[src/rtl/pm_cap_pkg.sv]
package pm_cap_pkg;
  localparam int AW = 6;
  localparam int DW = 32;
  localparam int NPORT = 2;

  localparam logic [AW-1:0] A_STATUS = 6'h01;
  localparam logic [AW-1:0] A_CAPPTR = 6'h0D;
  localparam logic [AW-1:0] A_PMHDR  = 6'h10;
  localparam logic [AW-1:0] A_PMCSR  = 6'h11;
  localparam logic [AW-1:0] A_CAUSE  = 6'h18;
  localparam logic [AW-1:0] A_MASK   = 6'h19;

  localparam logic [7:0] CAP_PTR_VAL = {A_PMHDR, 2'b00};
  localparam logic [7:0] CAP_ID      = 8'h01;
  localparam logic [7:0] NEXT_NULL   = 8'h00;
  localparam int STATUS_CAP_BIT      = 20;
  localparam int PME_EN_BIT          = 8;

  typedef struct packed {
    logic          req;
    logic          we;
    logic [AW-1:0] addr;
    logic [DW-1:0] wdata;
  } cfg_req_t;
endpackage

[src/rtl/pm_strap_latch.sv]
module pm_strap_latch (
  input  logic clk_i,
  input  logic rst_ni,
  input  logic strap_i,
  output logic pm_en_o
);
  logic armed_q, pm_en_q;

  always_ff @(posedge clk_i or negedge rst_ni) begin
    if (!rst_ni) begin
      armed_q <= 1'b0;
      pm_en_q <= 1'b0;
    end else if (!armed_q) begin
      armed_q <= 1'b1;
      pm_en_q <= strap_i;
    end
  end

  assign pm_en_o = pm_en_q;


  strap_hold_chk: assert property (@(posedge clk_i) disable iff (!rst_ni)
    armed_q |=> $stable(pm_en_q));
endmodule

[src/rtl/pm_csr_core.sv]
module pm_csr_core
  import pm_cap_pkg::*;
#(
  parameter int CAUSE_BIT = 21
) (
  input  logic     clk_i,
  input  logic     rst_ni,
  input  logic     pm_en_i,
  input  cfg_req_t req_i [NPORT],
  output logic [1:0] ps_o,
  output logic     pme_en_o,
  output logic     cause_o,
  output logic     mask_o
);
  logic [1:0] ps_q, ps_d;
  logic       pme_en_q, pme_en_d;
  logic       cause_q, cause_d;
  logic       mask_q, mask_d;
  logic       wr_pmcsr, clr_req, clr_val;
  logic       unused_wdata;

  // later port index wins: index 1 is the bus side
  always_comb begin
    ps_d     = ps_q;
    pme_en_d = pme_en_q;
    mask_d   = mask_q;
    wr_pmcsr = 1'b0;
    clr_req  = 1'b0;
    clr_val  = 1'b0;
    for (int p = 0; p < NPORT; p++) begin
      if (req_i[p].req && req_i[p].we) begin
        if (pm_en_i && req_i[p].addr == A_PMCSR) begin
          wr_pmcsr = 1'b1;
          ps_d     = req_i[p].wdata[1:0];
          pme_en_d = req_i[p].wdata[PME_EN_BIT];
        end
        if (req_i[p].addr == A_CAUSE) begin
          clr_req = 1'b1;
          clr_val = ~req_i[p].wdata[CAUSE_BIT];
        end
        if (req_i[p].addr == A_MASK) mask_d = req_i[p].wdata[CAUSE_BIT];
      end
    end
    if (wr_pmcsr)                cause_d = 1'b1;
    else if (clr_req && clr_val) cause_d = 1'b0;
    else                         cause_d = cause_q;
  end

  always_ff @(posedge clk_i or negedge rst_ni) begin
    if (!rst_ni) begin
      ps_q     <= '0;
      pme_en_q <= 1'b0;
      cause_q  <= 1'b0;
      mask_q   <= 1'b0;
    end else begin
      ps_q     <= ps_d;
      pme_en_q <= pme_en_d;
      cause_q  <= cause_d;
      mask_q   <= mask_d;
    end
  end

  assign unused_wdata = ^{req_i[0].wdata, req_i[1].wdata};
  assign ps_o     = ps_q;
  assign pme_en_o = pme_en_q;
  assign cause_o  = cause_q;
  assign mask_o   = mask_q;


  ps_sets_cause_chk: assert property (@(posedge clk_i) disable iff (!rst_ni)
    wr_pmcsr |=> cause_q);

  cause_rise_src_chk: assert property (@(posedge clk_i) disable iff (!rst_ni)
    $rose(cause_q) |-> $past(wr_pmcsr));

  off_no_cause_chk: assert property (@(posedge clk_i) disable iff (!rst_ni)
    !pm_en_i |-> !cause_q);

  ps_hold_chk: assert property (@(posedge clk_i) disable iff (!rst_ni)
    !wr_pmcsr |=> $stable(ps_q));
endmodule

[src/rtl/pm_rd_port.sv]
module pm_rd_port
  import pm_cap_pkg::*;
#(
  parameter logic [15:0] PMC_VAL = 16'h0002,
  parameter int CAUSE_BIT = 21
) (
  input  logic          clk_i,
  input  logic          rst_ni,
  input  logic          req_i,
  input  logic          we_i,
  input  logic [AW-1:0] addr_i,
  input  logic          pm_en_i,
  input  logic [1:0]    ps_i,
  input  logic          pme_en_i,
  input  logic          cause_i,
  input  logic          mask_i,
  output logic [DW-1:0] rdata_o,
  output logic          rvalid_o
);
  logic [DW-1:0] rd_d, rdata_q;
  logic          rvalid_q;

  always_comb begin
    rd_d = '0;
    unique case (addr_i)
      A_STATUS: rd_d[STATUS_CAP_BIT] = pm_en_i;
      A_CAPPTR: if (pm_en_i) rd_d[7:0] = CAP_PTR_VAL;
      A_PMHDR:  if (pm_en_i) rd_d = {PMC_VAL, NEXT_NULL, CAP_ID};
      A_PMCSR:  if (pm_en_i) begin
                  rd_d[1:0]        = ps_i;
                  rd_d[PME_EN_BIT] = pme_en_i;
                end
      A_CAUSE:  rd_d[CAUSE_BIT] = cause_i;
      A_MASK:   rd_d[CAUSE_BIT] = mask_i;
      default:  rd_d = '0;
    endcase
  end

  always_ff @(posedge clk_i or negedge rst_ni) begin
    if (!rst_ni) begin
      rdata_q  <= '0;
      rvalid_q <= 1'b0;
    end else begin
      rvalid_q <= req_i && !we_i;
      if (req_i && !we_i) rdata_q <= rd_d;
    end
  end

  assign rdata_o  = rdata_q;
  assign rvalid_o = rvalid_q;


  off_rd_zero_chk: assert property (@(posedge clk_i) disable iff (!rst_ni)
    (!pm_en_i && req_i && !we_i && addr_i == A_PMCSR) |=> rdata_o == '0);
endmodule

[src/rtl/pm_cap_regs.sv]
module pm_cap_regs
  import pm_cap_pkg::*;
#(
  parameter logic [15:0] PMC_VAL = 16'h0002,
  parameter int CAUSE_BIT = 21
) (
  input  logic          clk_i,
  input  logic          rst_ni,
  input  logic          strap_pm_i,
  input  logic          cpu_req_i,
  input  logic          cpu_we_i,
  input  logic [AW-1:0] cpu_addr_i,
  input  logic [DW-1:0] cpu_wdata_i,
  output logic [DW-1:0] cpu_rdata_o,
  output logic          cpu_rvalid_o,
  input  logic          pci_req_i,
  input  logic          pci_we_i,
  input  logic [AW-1:0] pci_addr_i,
  input  logic [DW-1:0] pci_wdata_i,
  output logic [DW-1:0] pci_rdata_o,
  output logic          pci_rvalid_o,
  output logic          irq_o
);
  cfg_req_t      reqs [NPORT];
  logic [DW-1:0] rdata [NPORT];
  logic          rvalid [NPORT];
  logic          pm_en, pme_en, cause, mask;
  logic [1:0]    ps;

  assign reqs[0] = '{req: cpu_req_i, we: cpu_we_i, addr: cpu_addr_i, wdata: cpu_wdata_i};
  assign reqs[1] = '{req: pci_req_i, we: pci_we_i, addr: pci_addr_i, wdata: pci_wdata_i};

  pm_strap_latch u_strap (
    .clk_i   (clk_i),
    .rst_ni  (rst_ni),
    .strap_i (strap_pm_i),
    .pm_en_o (pm_en)
  );

  pm_csr_core #(.CAUSE_BIT(CAUSE_BIT)) u_core (
    .clk_i    (clk_i),
    .rst_ni   (rst_ni),
    .pm_en_i  (pm_en),
    .req_i    (reqs),
    .ps_o     (ps),
    .pme_en_o (pme_en),
    .cause_o  (cause),
    .mask_o   (mask)
  );

  for (genvar p = 0; p < NPORT; p++) begin : g_port
    pm_rd_port #(.PMC_VAL(PMC_VAL), .CAUSE_BIT(CAUSE_BIT)) u_rd (
      .clk_i    (clk_i),
      .rst_ni   (rst_ni),
      .req_i    (reqs[p].req),
      .we_i     (reqs[p].we),
      .addr_i   (reqs[p].addr),
      .pm_en_i  (pm_en),
      .ps_i     (ps),
      .pme_en_i (pme_en),
      .cause_i  (cause),
      .mask_i   (mask),
      .rdata_o  (rdata[p]),
      .rvalid_o (rvalid[p])
    );
  end

  assign cpu_rdata_o  = rdata[0];
  assign cpu_rvalid_o = rvalid[0];
  assign pci_rdata_o  = rdata[1];
  assign pci_rvalid_o = rvalid[1];
  assign irq_o        = cause & mask;


  irq_needs_mask_chk: assert property (@(posedge clk_i) disable iff (!rst_ni)
    irq_o |-> mask && pm_en);
endmodule

[config.mk]
export PLATFORM = sky130hd
export DESIGN_NAME = pm_cap_regs
export DESIGN_NICKNAME = d
export VERILOG_FILES = /design/src/rtl/pm_cap_pkg.sv /design/src/rtl/pm_strap_latch.sv /design/src/rtl/pm_csr_core.sv /design/src/rtl/pm_rd_port.sv /design/src/rtl/pm_cap_regs.sv
export SDC_FILE = /design/constraint.sdc
export NUM_CORES = 1
export LEC_CHECK = 0
export ABC_AREA = 1
export BUFFER_PORTS_ARGS = -buffer_cell sky130_fd_sc_hd__buf_2
export CAP_MARGIN = 25
export CORE_MARGIN = 2
export CORE_UTILIZATION = 40
export DETAILED_ROUTE_END_ITERATION = 7
export PLACE_DENSITY = 0.86
export SLEW_MARGIN = 20
export SYNTH_ARGS = -nofsm -noshare
export SYNTH_HDL_FRONTEND = slang
export SYNTH_SLANG_ARGS = --single-unit
[constraint.sdc]
create_clock -name clk_i -period 1.5 [get_ports clk_i]
set_input_delay 0.075 -clock clk_i [delete_from_list [all_inputs] [get_ports clk_i]]
set_output_delay 0.075 -clock clk_i [all_outputs]
set_load 0.01 [all_outputs]
Yosys cells after proc, flatten, opt, wreduce, memory -nomap -nowiden
Index checks and enable logic that the tools add are counted.
{"block": "classes", "n_addsub": 0, "n_mul": 0, "div_mod_pow": 0, "n_lt_le_gt_ge": 0, "n_eq_ne": 12, "shift": 0, "n_mux": 42, "bitwise": 3, "n_reduce_logical": 10}
{"cell": "== test 6 x 5 -> 1 bit, second input constant", "n": 8}
{"cell": "one-hot mux 6 bit (2 select lines)", "n": 2}
{"cell": "2-to-1 mux 1 bit", "n": 23}
{"cell": "2-to-1 mux 18 bit", "n": 1}
{"cell": "== test 6 x 1 -> 1 bit, second input constant", "n": 2}
{"cell": "== test 6 x 4 -> 1 bit, second input constant", "n": 2}
{"cell": "one-hot mux 2 bit (3 select lines)", "n": 2}
{"cell": "2-to-1 mux 11 bit", "n": 1}
{"cell": "2-to-1 mux 2 bit", "n": 5}
{"cell": "2-to-1 mux 9 bit", "n": 1}
{"cell": "one-hot mux 1 bit (2 select lines)", "n": 4}
{"cell": "logical AND 1 bit", "n": 7}
{"cell": "2-to-1 mux 7 bit", "n": 1}
{"cell": "one-hot mux 1 bit (3 select lines)", "n": 2}
{"cell": "zero test 1 bit", "n": 2}
{"cell": "inverter 1 bit", "n": 2}
{"cell": "nonzero test 2 bit", "n": 1}
{"cell": "bitwise AND 1 bit", "n": 1}
{"block": "word_totals", "ff_bits": 73, "latch_bits": 0, "mem_bits_rw": 0, "rom_bits": 0, "input_bits": 83, "out_inout_bits": 67, "n_memories": 0}

Depth between registers and ports, before layout
{"block": "logic_depth", "ltp_word": 8, "mapped_depth": 8, "depth_no_buf": 8}

By module
Synthesis repeated with hierarchy kept, for this count alone.
{"block": "hier_totals", "hier_cells": 242, "area_unflattened_um2": 1747.9}
{"module": "pm_rd_port", "instances": 2, "cells_per_inst": 78, "area_per_inst_um2": 606.8, "seq_area_each_um2": 200.2}
{"module": "pm_csr_core", "instances": 1, "cells_per_inst": 77, "area_per_inst_um2": 457.9, "seq_area_each_um2": 125.1}
{"module": "pm_strap_latch", "instances": 1, "cells_per_inst": 7, "area_per_inst_um2": 68.8, "seq_area_each_um2": 50.0}
{"module": "pm_cap_regs", "instances": 1, "cells_per_inst": 2, "area_per_inst_um2": 7.5, "seq_area_each_um2": 0.0}

Least setup slack after synthesis
OpenSTA, ideal clock, no wires.
{"block": "synth_timing", "kind": "reg2reg", "from": "register u_strap.pm_en_q (netlist: u_strap.pm_en_o)", "to": "register g_port[1].u_rd.rdata_q[0]", "arrival_ps": 806, "slack_ps": 571, "stages_incl_launch_ff": 6, "path_buffers": 1, "synth_period_minus_slack_ps": 929, "path_cell_list": "dfrtp_1 buf_2 nand2_1 nor2_1 nor2_1 a21oi_1"}
{"block": "synth_via", "elab_chain_len": 2, "elab_cells_between_ends": 3, "classes_between": "3 x mux"}
{"element": "start, declared", "line_no": "pm_strap_latch.sv:7", "source": "logic armed_q, pm_en_q;"}
{"element": "start signal, assigned", "line_no": "pm_strap_latch.sv:15", "source": "pm_en_q <= strap_i;"}
{"element": "2-to-1 mux 2 bit or 2-to-1 mux 18 bit (tied branches)", "line_no": "pm_rd_port.sv:29, pm_rd_port.sv:28"}
{"element": "one-hot mux 2 bit (3 select lines) (*)", "line_no": "pm_rd_port.sv:25", "source": "unique case (addr_i)"}
{"element": "end signal, assigned", "line_no": "pm_rd_port.sv:45", "source": "if (req_i && !we_i) rdata_q <= rd_d;"}
{"element": "end, declared", "line_no": "pm_rd_port.sv:20", "source": "logic [DW-1:0] rd_d, rdata_q;"}
Mark *: on every way between the ends. The rest lies on a longest branch, timed or not.
A chain may end at the register's enable or synchronous reset.

Final worst setup path
Ends and elaborated chain as after synthesis.

==> flow_summary_export.csv <==
group,metric,value,unit
timing,slew_headroom,0.662,
timing,worst_pin_slew,0.508,ns
final_layout,mostFrequentLayoutCells,"conb_1 (51), buf_2 (43), nand2_1 (39)",
die,start_util,0.412,
cts,root_buffer,"clkbuf_8",
routing,post_drt_wl_per_cell,9.88,microns
routing,drt-initial-drc-count,99,
die,rows,23,
final_layout,final_cells,308,
final_layout,num-nets-final,342,
routing,vias_per_cell,4.27,
timing,tns,0,ns
pwr,leakage,1.05,nW
critical_path,start_kind,"flop",
die,die_h,68.0,microns
place,port_buffers,43,
critical_path,worstRegToRegCells,5,
cts,h-tree-depth,1,
timing,min_period_over_period,0.673,
yosys,syn_area_per_cell,7.80,sq um
final_layout,postLayoutCellArea,1790,sq um
timing,slew_violations,0,
yosys,postSynthCellCount,210,
timing,period_needed,1.01,ns
final_layout,drive_gt1_frac,0.260,
timing,rsz0062_at_grt,"no",
die,pin_count,150,
critical_path,critPathKind,"flop to flop",
pwr,ir_drop,0.341,mV
cts,cts_sinks,23,
pwr,switchingPower,0.432,mW
global_routing,grt_pass1_vias,1130,
pwr,p_clk_frac,0.280,
place,preCtsSetupSlack,0.471,ns
min_path,holdCritPathClass,"primary input to flop",
final_layout,utilization,0.451,
cts,cts_setup_buffers,0,
global_routing,grt_antenna_before_repair,0,
timing,worst_slack,0.490,ns
critical_path,cp_data_required_time,1.65,ns
final_layout,seqCellArea,576,sq um
final_layout,syn_to_final_growth,9.32,%
pwr,p_per_area,766,nW/um^2
critical_path,cp_data_arrival_time,1.16,ns
outcome,status,"finished, final reports clean",
cts,cts_resized,0,
routing,num_vias,1315,
timing,hold_viol_final,0,
timing,worst_hold_slack,0.0119,ns
cts,clk_pin_slew,0.08,ns
routing,drt_wl_total,3040,microns
critical_path,end_kind,"flop",
global_routing,grt_pass1_wl,4670,microns
global_routing,overflow,0,
global_routing,grt_max_degree,24,
yosys,ys_ff_latch,23,
pwr,p_sw_frac,0.315,
cts,insertion_delay,0.27,ns
yosys,synth_ff_type,"dfrtp_1",
timing,setup_violations,0,
place,dp_cells,303,
pwr,fin_total_pwr,1.37,mW
place,gp_congestion,0.810,
die,fp.dieW,68.0,microns
yosys,synth_area,1640,sq um
pwr,p_int,0.940,mW
routing,drc,0,
die,core_area,3970,sq um
yosys,seq_area_frac_synth,0.351,
pwr,power_frac_comb,0.213,
yosys,synth_edf_count,0,
global_routing,globalRouteTotalUtil,0.135,
run,cap_violations,0,
critical_path,cp_max_fo,10,
timing,clock.fmax,990,MHz
place,place_area,1730,sq um
pwr,power_frac_seq,0.507,
routing,final_antenna_net_count,0,
final_layout,nFillCells,409,
die,die-area,4620,sq um
cts,cts_tree,"done",
place,hpwl,2560,microns
cts,cts_made_buffers,3,
yosys,async_flop_share,1.00,
final_layout,final_common_cell,"conb_1",
final_layout,n_antenna_cell,0,
cts,cts_max_path_buffers,2,
routing,dr.pass1.iters,4,
yosys,ys_warn_count,0,
min_path,hold_depth,3,
yosys,synthDistinctLibCells,26,
cts,hold_buffers,1,
final_layout,multi_input_area,768,sq um
timing,fin_skew,0.00595,ns
-- worst max-delay path: stages, from the launching register on --
cell	delay, ns
dfrtp_1	0.38
buf_4	0.17
nand2_1	0.08
nor2_1	0.05
nor2_1	0.12
a21oi_1	0.09
-- power groups by stage --
stage | registers (mW) | logic, mW | clock network (mW)
after detailed placement | 0.708 | 0.290 | 0
after floorplan | 0.709 | 0.276 | 0
after global placement | 0.707 | 0.281 | 0
after CTS | 0.695 | 0.293 | 0.396
final | 0.696 | 0.292 | 0.384
after global routing | 0.702 | 0.333 | 0.416
-- Yosys cell counts (2+ instances only) --
library cell   n  share of area
inv_2          2         0.0046
buf_4         50           0.23
nand4_1        7          0.027
a31oi_1        2         0.0076
a21oi_1        2         0.0061
nor3_1         2         0.0061
nand3_1       20          0.061
nor2_8         2          0.024
nor2_1        13          0.030
o21ai_0        6          0.018
conb_1         2         0.0046
nand2_1       39          0.089
inv_1         24          0.055
dfrtp_1       23           0.35
nor2_2         5          0.019
-- kinds of logic (layout without fill, tap and decap cells) --
kind of cell | after synthesis | in the layout | share of synthesized area
AND/OR/NAND/NOR | 97 | 97 | 0.317
buffers and inverters | 77 | 76 | 0.292
flip-flops | 23 | 23 | 0.351
AO/OA/AOI/OAI | 11 | 11 | 0.0351
other | 2 | 51 | 0.00459
-- registers in the layout, indices dropped and copies added, names as in the netlist --
signal / cells
g_port.u_rd.rdata_o: 14
g_port.u_rd.rvalid_o: 2
u_core.ps_o: 2
u_core.cause_o: 1
u_core.mask_o: 1
u_core.pme_en_o: 1
u_strap.armed_q: 1
u_strap.pm_en_o: 1
-- final timing paths --
path	from	endpoint	slack, ns
max in group asynchronous	rst_ni	g_port[1].u_rd.rdata_o[6]	0.85
worst min-delay path	pci_wdata_i[8]	u_core.pme_en_o	0.01
worst min register to register	u_strap.armed_q	u_strap.pm_en_o	0.44
min in group asynchronous	rst_ni	g_port[1].u_rd.rvalid_o	0.30
worst max register to register	u_strap.pm_en_o	g_port[1].u_rd.rdata_o[0]	0.49
worst max-delay path	u_strap.pm_en_o	g_port[1].u_rd.rdata_o[0]	0.49
-- per-layer routing --
layer	wire length, microns	global-route usage	up-vias
met4	69	0.0725	0
met2	1540	0.239	55
li1	-	-	650
met1	1190	0.145	603
met5	0	0	-
met3	245	0.0395	7
-- layout make-up --
| type | count | share of cell area |
|---|---|---|
| Clock buffer | 3 | 0.0231 |
| Multi-Input combinational cell | 159 | 0.429 |
| Inverter | 26 | 0.0545 |
| Clock inverter | 1 | 0.00280 |
| Tap cell | 50 | 0.0349 |
| Timing Repair Buffer | 46 | 0.134 |
| Sequential cell | 23 | 0.321 |
Power figures use the tool's default switching activity.
